[config.mk]
export PLATFORM = sky130hd
export DESIGN_NAME = ioredir_regs
export DESIGN_NICKNAME = d
export VERILOG_FILES = /design/src/rtl/ioredir_pkg.sv /design/src/rtl/ioredir_sel.sv /design/src/rtl/ioredir_entry.sv /design/src/rtl/ioredir_regs.sv
export SDC_FILE = /design/constraint.sdc
export NUM_CORES = 2
export LEC_CHECK = 0
export BUFFER_PORTS_ARGS = -buffer_cell sky130_fd_sc_hd__buf_2
export CAP_MARGIN = 15
export CORE_AREA = 2 2 667 669
export CTS_CLUSTER_SIZE = 10
export DETAILED_ROUTE_END_ITERATION = 10
export DIE_AREA = 0 0 669 671
export PLACE_DENSITY_LB_ADDON = 0.3
export SYNTH_ARGS = -nofsm -noshare
export SYNTH_HDL_FRONTEND = slang
export SYNTH_HIERARCHICAL = 1
export SYNTH_SLANG_ARGS = --single-unit
[constraint.sdc]
create_clock -name clk -period 7.4 [get_ports clk]
set_input_delay 0.37 -clock clk [delete_from_list [all_inputs] [get_ports clk]]
set_output_delay 0.37 -clock clk [all_outputs]
set_load 0.03 [all_outputs]
[src/rtl/ioredir_pkg.sv]
package ioredir_pkg;
  localparam int unsigned ENT_W    = 64;
  localparam int unsigned WORD_W   = 32;
  localparam logic [7:0]  OFS_SEL  = 8'h00;
  localparam logic [7:0]  OFS_WIN  = 8'h10;
  localparam logic [31:0] IX_ID    = 32'h0;
  localparam logic [31:0] IX_VER   = 32'h1;
  localparam logic [31:0] IX_ARB   = 32'h2;
  localparam logic [31:0] IX_TBL   = 32'h10;
  localparam int unsigned B_RPEND  = 14;
  localparam int unsigned B_MASK   = 16;
  localparam logic [ENT_W-1:0] ENT_RST = 64'h0000_0000_0001_0000;
endpackage

[src/rtl/ioredir_sel.sv]
module ioredir_sel #(
  parameter int unsigned NPINS = 24,
  localparam int unsigned IDXW = (NPINS > 1) ? $clog2(NPINS) : 1
) (
  input  logic             clk,
  input  logic             rst,
  input  logic [7:0]       addr,
  input  logic             we,
  input  logic [3:0]       size,
  input  logic [31:0]      wdata,
  output logic [31:0]      sel_q,
  output logic [3:0]       id_q,
  output logic             tbl_hit,
  output logic [IDXW-1:0]  tbl_idx,
  output logic             tbl_odd,
  output logic [NPINS-1:0] wr_lo,
  output logic [NPINS-1:0] wr_hi
);
  import ioredir_pkg::*;

  logic        wok, win_wr;
  logic [31:0] idx_full;

  assign wok    = we && (size >= 4'd4);
  assign win_wr = wok && (addr == OFS_WIN);

  always_ff @(posedge clk) begin
    if (rst) begin
      sel_q <= '0;
      id_q  <= '0;
    end else if (wok && addr == OFS_SEL) begin
      sel_q <= wdata;
    end else if (win_wr && sel_q == IX_ID) begin
      id_q <= wdata[27:24];
    end
  end

  always_comb begin
    idx_full = (sel_q - IX_TBL) >> 1;
    tbl_hit  = (sel_q >= IX_TBL) && (idx_full < NPINS);
    tbl_idx  = idx_full[IDXW-1:0];
    tbl_odd  = sel_q[0];
  end

  for (genvar i = 0; i < NPINS; i++) begin : g_strb
    assign wr_lo[i] = win_wr && tbl_hit && !tbl_odd && (tbl_idx == IDXW'(i));
    assign wr_hi[i] = win_wr && tbl_hit &&  tbl_odd && (tbl_idx == IDXW'(i));
  end
endmodule

[src/rtl/ioredir_entry.sv]
module ioredir_entry
  import ioredir_pkg::*;
(
  input  logic             clk,
  input  logic             rst,
  input  logic             wr_lo,
  input  logic             wr_hi,
  input  logic [31:0]      wdata,
  input  logic             rp_set,
  input  logic             rp_clr,
  output logic [ENT_W-1:0] ent,
  output logic             mchg,
  output logic             mnew
);
  logic [ENT_W-1:0] nxt;

  always_comb begin
    nxt = ent;
    if (wr_lo) nxt[31:0]  = wdata;
    if (wr_hi) nxt[63:32] = wdata;
    if (wr_lo || rp_clr) nxt[B_RPEND] = 1'b0;
    if (rp_set)          nxt[B_RPEND] = 1'b1;
  end

  always_ff @(posedge clk) begin
    if (rst) begin
      ent  <= ENT_RST;
      mchg <= 1'b0;
      mnew <= 1'b1;
    end else begin
      ent  <= nxt;
      mchg <= nxt[B_MASK] != ent[B_MASK];
      mnew <= nxt[B_MASK];
    end
  end
endmodule

[src/rtl/ioredir_regs.sv]
module ioredir_regs #(
  parameter int unsigned NPINS = 24,
  parameter logic [7:0]  VER   = 8'h11,
  localparam int unsigned IDXW = (NPINS > 1) ? $clog2(NPINS) : 1
) (
  input  logic                clk,
  input  logic                rst,
  input  logic [7:0]          bus_addr,
  input  logic                bus_we,
  input  logic [3:0]          bus_size,
  input  logic [31:0]         bus_wdata,
  output logic [31:0]         bus_rdata,
  input  logic [NPINS-1:0]    rp_set,
  input  logic [NPINS-1:0]    rp_clr,
  output logic [NPINS*64-1:0] ent_flat,
  output logic [NPINS-1:0]    mask_chg,
  output logic [NPINS-1:0]    mask_new
);
  import ioredir_pkg::*;

  logic [31:0]      sel_q;
  logic [3:0]       id_q;
  logic             tbl_hit, tbl_odd;
  logic [IDXW-1:0]  tbl_idx;
  logic [NPINS-1:0] wr_lo, wr_hi;
  logic [ENT_W-1:0] ent_arr [NPINS];
  logic [ENT_W-1:0] ent_pick;
  logic [31:0]      rd_nxt;

  ioredir_sel #(.NPINS(NPINS)) u_sel (
    .clk(clk), .rst(rst), .addr(bus_addr), .we(bus_we), .size(bus_size),
    .wdata(bus_wdata), .sel_q(sel_q), .id_q(id_q), .tbl_hit(tbl_hit),
    .tbl_idx(tbl_idx), .tbl_odd(tbl_odd), .wr_lo(wr_lo), .wr_hi(wr_hi)
  );

  for (genvar i = 0; i < NPINS; i++) begin : g_ent
    ioredir_entry u_ent (
      .clk(clk), .rst(rst), .wr_lo(wr_lo[i]), .wr_hi(wr_hi[i]),
      .wdata(bus_wdata), .rp_set(rp_set[i]), .rp_clr(rp_clr[i]),
      .ent(ent_arr[i]), .mchg(mask_chg[i]), .mnew(mask_new[i])
    );
    assign ent_flat[64*i +: 64] = ent_arr[i];
  end

  always_comb begin
    ent_pick = '0;
    for (int i = 0; i < NPINS; i++)
      if (tbl_idx == IDXW'(i)) ent_pick = ent_arr[i];
  end

  always_comb begin
    rd_nxt = '0;
    if (bus_addr == OFS_SEL) begin
      rd_nxt = sel_q;
    end else if (bus_addr == OFS_WIN) begin
      if (sel_q == IX_ID || sel_q == IX_ARB)
        rd_nxt = {4'h0, id_q, 24'h0};
      else if (sel_q == IX_VER)
        rd_nxt = {8'h00, 8'(NPINS - 1), 8'h00, VER};
      else if (tbl_hit)
        rd_nxt = tbl_odd ? ent_pick[63:32] : ent_pick[31:0];
    end
  end

  always_ff @(posedge clk) begin
    if (rst) bus_rdata <= '0;
    else     bus_rdata <= rd_nxt;
  end
endmodule

Word level (Yosys, flattened, before mapping)
Index checks and enable logic that the tools add are counted.

word-level totals
  register bits after elaboration = 1628
  output and inout bits = 1616
  word-level logic and storage cells = 390

cells by class
  add/subtract/negate cells = 1
  $lt $le $gt $ge = 3
  eq/ne operators = 50
  mux-type cells = 102
  bitwise gates (word level) = 1
  reductions and logical operators = 110

operator list
  kind                     number
  $mux W64                 24
  $mux W17                 24
  $mux W32                 6
  $reduce_bool A3 Y1       24
  $logic_and A1 B1 Y1      56
  $mux W1                  48
  $eq A5 B4 Y1 const B     8
  $eq A5 B5 Y1 const B     8
  $eq A32 B1 Y1 const B    1
  $eq A32 B2 Y1 const B    1
  $ge A32 B5 Y1 const B    1
  $logic_not A32 Y1        1
  $sub A32 B5 Y32 const B  1
  $lt A31 B5 Y1 const B    1
  $logic_or A1 B1 Y1       25
  $ne A1 B1 Y1             24
  $eq A5 B3 Y1 const B     4
  $eq A5 B2 Y1 const B     2
  $eq A8 B5 Y1 const B     1
  $logic_not A8 Y1         1
  $eq A5 B1 Y1 const B     1
  $logic_not A5 Y1         1
  $ge A4 B3 Y1 const B     1
  $reduce_and A2 Y1        1
  2 further kinds          2

Logic depth before layout (Yosys ltp)
  depth in word-level cells = 32
  gate-level depth with buffers = 16
  mapped depth without buffers = 13

Modules after synthesis
Netlist, hierarchy kept.

by module, submodules not included
  module         times used  cells each  area an instance (sq um)  seq. area each (sq um)
  ioredir_entry  24          212         2299.7                    1301.2
  ioredir_regs   1           2213        14318.7                   640.6
  ioredir_sel    1           260         2112.0                    720.7

Least setup slack after synthesis
OpenSTA, ideal clock, no wires.

  kind = register to register
  start point = register u_sel.sel_q[4]
  end point = register bus_rdata[29]
  library setup time = 95 ps
  arrival = 3485 ps
  data required time = 7305 ps
  slack = 3820 ps
  cell stages (with the launch flop) = 12
  buffers on the path = 1
  clock period less this slack = 3580 ps
  cells stage by stage = dfxtp_1 -> buf_6 -> or3_4 -> or3_1 -> o31a_2 -> nor4_4 -> and4_2 -> nand2_1 -> nor3_1 -> nand2_1 -> or4_1 -> a221oi_1

on the way
  elaborated cells between the ends (all ways) = 62

RTL lines
  element                 line                text
  from (decl)             ioredir_sel.sv:11   output logic [31:0] sel_q,
  from (signal assigned)  ioredir_sel.sv:32   sel_q <= wdata;
  $sub A32 B5 Y32         ioredir_sel.sv:39   idx_full = (sel_q - IX_TBL) >> 1;
  $lt A31 B5 Y1           ioredir_sel.sv:40   tbl_hit = (sel_q >= IX_TBL) && (idx_full < NPINS);
  $logic_and A1 B1 Y1 *   ioredir_sel.sv:40
  named net tbl_hit       ioredir_regs.sv:23  logic tbl_hit, tbl_odd;
  $mux W32 *              ioredir_regs.sv:60  else if (tbl_hit)
  $mux W32 *              ioredir_regs.sv:58  else if (sel_q == IX_VER)
  $mux W32 *              ioredir_regs.sv:56  if (sel_q == IX_ID || sel_q == IX_ARB)
  $mux W32 *              ioredir_regs.sv:55  end else if (bus_addr == OFS_WIN) begin
  $mux W32 *              ioredir_regs.sv:53  if (bus_addr == OFS_SEL) begin
  to (signal assigned)    ioredir_regs.sv:67  else bus_rdata <= rd_nxt;
  to (decl)               ioredir_regs.sv:12  output logic [31:0] bus_rdata,

The timed path passes the listed nets; every way through them passes the cells marked *.
A chain may end at the register's enable or synchronous reset.

Worst setup path after layout
  start point = register u_sel.sel_q[4]
  end point = register bus_rdata[10]

on the way
  word-level cells in the longest chain between the ends = 32
  elaborated cells between the ends (all ways) = 62

ends and longest elaborated chain
  element                 line                text
  $sub A32 B5 Y32 *       ioredir_sel.sv:39
  named net tbl_idx[3]    ioredir_regs.sv:24  logic [IDXW-1:0] tbl_idx;
  $logic_not A5 Y1        ioredir_regs.sv:48  if (tbl_idx == IDXW'(i)) ent_pick = ent_arr[i];
  $mux W64 (24 in a row)  ioredir_regs.sv:48
  $mux W32                ioredir_regs.sv:61  rd_nxt = tbl_odd ? ent_pick[63:32] : ent_pick[31:0];
  $mux W32 *              ioredir_regs.sv:60
  $mux W32 *              ioredir_regs.sv:58
  $mux W32 *              ioredir_regs.sv:56
  $mux W32 *              ioredir_regs.sv:55
  $mux W32 *              ioredir_regs.sv:53

Marks and branches as above.

==> impl_metrics.toml <==
[sta]
fmax_mhz = 162
drv_slew = 0
fin_tns_setup_ns = 0
rsz0062_at_grt = "false"
worst_slack_ns = 1.24
setup_viol = 0
finClkSkew_ns = 0.0792
hold_violations = 0
fin_crit_ns = 6.16
timing.final.crit_share_pct = 83.3
relSlewSlack_pct = 1.51
worst_slew_pin_slew_ns = 1.44

[clock_tree]
cts_root_buffer = "clkbuf_16"
cts-resized-gates = 0
ctsHtreeMaxLevel = 4
post-cts-setup-buffer-count = 0
cts_tree = "done"
clk_path_buf_depth = 4
clock_latency_ns = 0.96
clk_pin_slew_worst_paths_ns = 0.06
cts_sinks = 1628
cts_buffers = 211

[cells_and_area]
drive_gt1_share_pct = 27.1
nFillCells = 49000
final_core_util_pct = 21.5
areaGrowthSynthToFinish_pct = 32.5
nets = 9341

[grt]
grt_max_degree = 181
grt_remaining_overflow = 0
track_usage_pct = 30.0
grt_pass1_wl_um = 863000
grt_pass1_vias = 66800
antenna_found_initial = 86

[synthesis]
synth_seq_cells = 1628
synth_mux_area_share_pct = 23.5
synth_xor_area_share_pct = 0.306
synth.area.top_cells = "dfxtp_1 (46%), mux2i_1 (23%), nor2_1 (9.1%)"
synth_compound_area_share_pct = 11.3
synthAdderAreaFrac_pct = 0.0175
syn-num-nets = 7657
seq_area_frac_synth_pct = 45.5
async_flop_share_pct = 0
syn_inst = 7561
avgSynthCellArea_um2 = 9.47
synthTopCellsByCount = "nor2_1 (1735), dfxtp_1 (1628), mux2i_1 (1619)"
ys.flop_type = "dfxtp_1"
ys_types = 90
synth_top_family_by_area = "multiplexers"
synth.top_cell.area_share_pct = 45.5
yosys.area_share.simple_pct = 14.0
syn-cell-area_um2 = 71600
yosysMostFrequentCell = "nor2_1"
synth_top_cell_by_area = "dfxtp_1"
synth_warnings = 6
synth_edf_count = 0

[placement]
post-dp-hpwl_um = 544000
dp_slack_ns = 1.53
io_buffers = 1708
gp_congestion = 0.962

[status]
status = "finished, violations left"
failed_checks = "capacitance limit"

[die]
fp-row-count = 244
pin_count = 1711
core_area_um2 = 441000
floorplan.initialDensity_pct = 16.2
die-area_um2 = 449000
die_h_um = 671
die_w_um = 669

[critical_path]
reg2reg_from = "u_sel/sel_q[4]"
endpoint = "bus_rdata[10]"
r2r_end = "bus_rdata[10]"
startpoint = "u_sel/sel_q[4]"
crit_required_ns = 8.25
arrival_ns = 7.01
end_kind = "flip-flop"
crit_fanout = 19
r2r_cells = 13
path_class = "flip-flop to flip-flop"
start_kind = "flip-flop"
rrSetupSlack_ns = 1.24

[drt]
num_vias = 73800
drt_iter0_markers = 9529
routedWlPerCell_um = 46.1
via_per_inst = 4.82
ant_nets = 0
first_pass_iters = 6
drc = 0
totalWireLength_um = 706000

[power]
ir_drop_uv = 188
power_mw = 20.0
p_per_area_nw_per_um2 = 211
p_leak_nw = 36.0

[flow_run]
cap_violations = 1

[hold_path]
min_path_type = "primary input to flip-flop"
==> final cells by class <==
cell class	count	area (um2)	share of cell area (%)
clock buffers	297	5910	6.23
inverters	47	189	0.199
flip-flops and latches	1628	32600	34.4
repair buffers	2121	12100	12.8
well taps	5904	7390	7.78
multi-input cells	5236	35900	37.8
diodes	45	113	0.119
clock inverters	51	661	0.696
==> where the power goes <==
group	leakage [nW]	internal, mW	switching, mW
Combinational	19.6	0.112	0.625
Sequential	13.1	8.77	0.0267
Clock	3.20	5.85	4.62
Total	36.0	14.7	5.27
==> metal layers <==
metal | global-route usage (%) | routed length [um]
met1 | 37.1 | 284000
met3 | 9.75 | 69600
met2 | 45.3 | 301000
met5 | 0 | 71
met4 | 17.7 | 51200
==> how the worst min path moves through the flow <==
stage	start	end	slack, ns	depth (start not counted)
2_1_floorplan	u_sel/sel_q[30]	bus_rdata[30]	0.45	2
3_3_place_gp	u_sel/id_q[0]	u_sel/id_q[0]	0.47	2
3_5_place_dp	u_sel/id_q[0]	u_sel/id_q[0]	0.48	2
4_1_cts	bus_wdata[9]	g_ent[11].u_ent/ent[41]	0.003	3
5_1_grt	bus_wdata[9]	g_ent[18].u_ent/ent[41]	0.03	3
6_report	bus_wdata[31]	g_ent[5].u_ent/ent[63]	0.05	3
==> layout by cell type, fill, tap and decap left out, types with 31 or more instances in the layout <==
cell type / instances
o221ai_1: 50
nor2b_1: 51
mux2i_1: 1619
buf_4: 351
dlygate4sd3_1: 70
nand2_1: 196
a22oi_1: 198
nor2_4: 74
o21ai_0: 214
a21oi_1: 275
nor4_1: 31
dfxtp_1: 1624
nor2_1: 1676
clkbuf_16: 212
a211oi_1: 31
nand3_1: 59
nor3_1: 55
buf_2: 1677
o22ai_1: 69
clkbuf_1: 56
a22o_1: 38
a221oi_1: 85
diode_2: 45
inv_1: 43
nand4_1: 33
==> repair_timing <==
item                                    in CTS  in global routing
endpoints found under the setup margin       0                  0
hold endpoints to repair                   230                  0
hold buffers                                70                  0
==> through the flow <==
step / hold WS [ns] / std cells / instance area [um2]
2_1_floorplan: 0.451 / 7561 / 71600
4_1_cts: 0.00328 / 15300 / 94800
3_3_place_gp: 0.473 / 14900 / 87500
6_report: 0.0488 / 15300 / 94900
5_1_grt: 0.0278 / 15300 / 94800
3_5_place_dp: 0.481 / 14900 / 87500
==> worst max-delay path, stage by stage (launching register included) <==
cell and delay, ns:
dfxtp_1 0.60, clkinv_2 0.12, ha_1 0.37, clkinv_2 0.43, buf_4 0.37, nand2b_1 0.49
nor2_2 0.92, a21oi_1 0.08, o32ai_1 0.77, o21ai_0 0.51, a21oi_1 0.73, buf_4 0.32
nor2_1 0.07, a221oi_1 0.22
==> sequential cells by signal, indices dropped and copies added, names as in the netlist <==
name / cells
u_sel/sel_q: 32
u_sel/id_q: 4
bus_rdata: 32
g_ent.u_ent/mchg: 24
g_ent.u_ent/ent: 1536
==> kinds of logic (layout without fill, tap and decap cells) <==
group,after synthesis,count (layout)
XOR/XNOR,25,25
AO/OA/AOI/OAI,1195,1195
flip-flops,1628,1628
AND/OR/NAND/NOR,2354,2354
adder cells (fa/ha/maj),1,1
buffers and inverters,697,2516
multiplexers,1661,1661
other,0,45
Note: power is estimated with default switching activity, not from simulation.
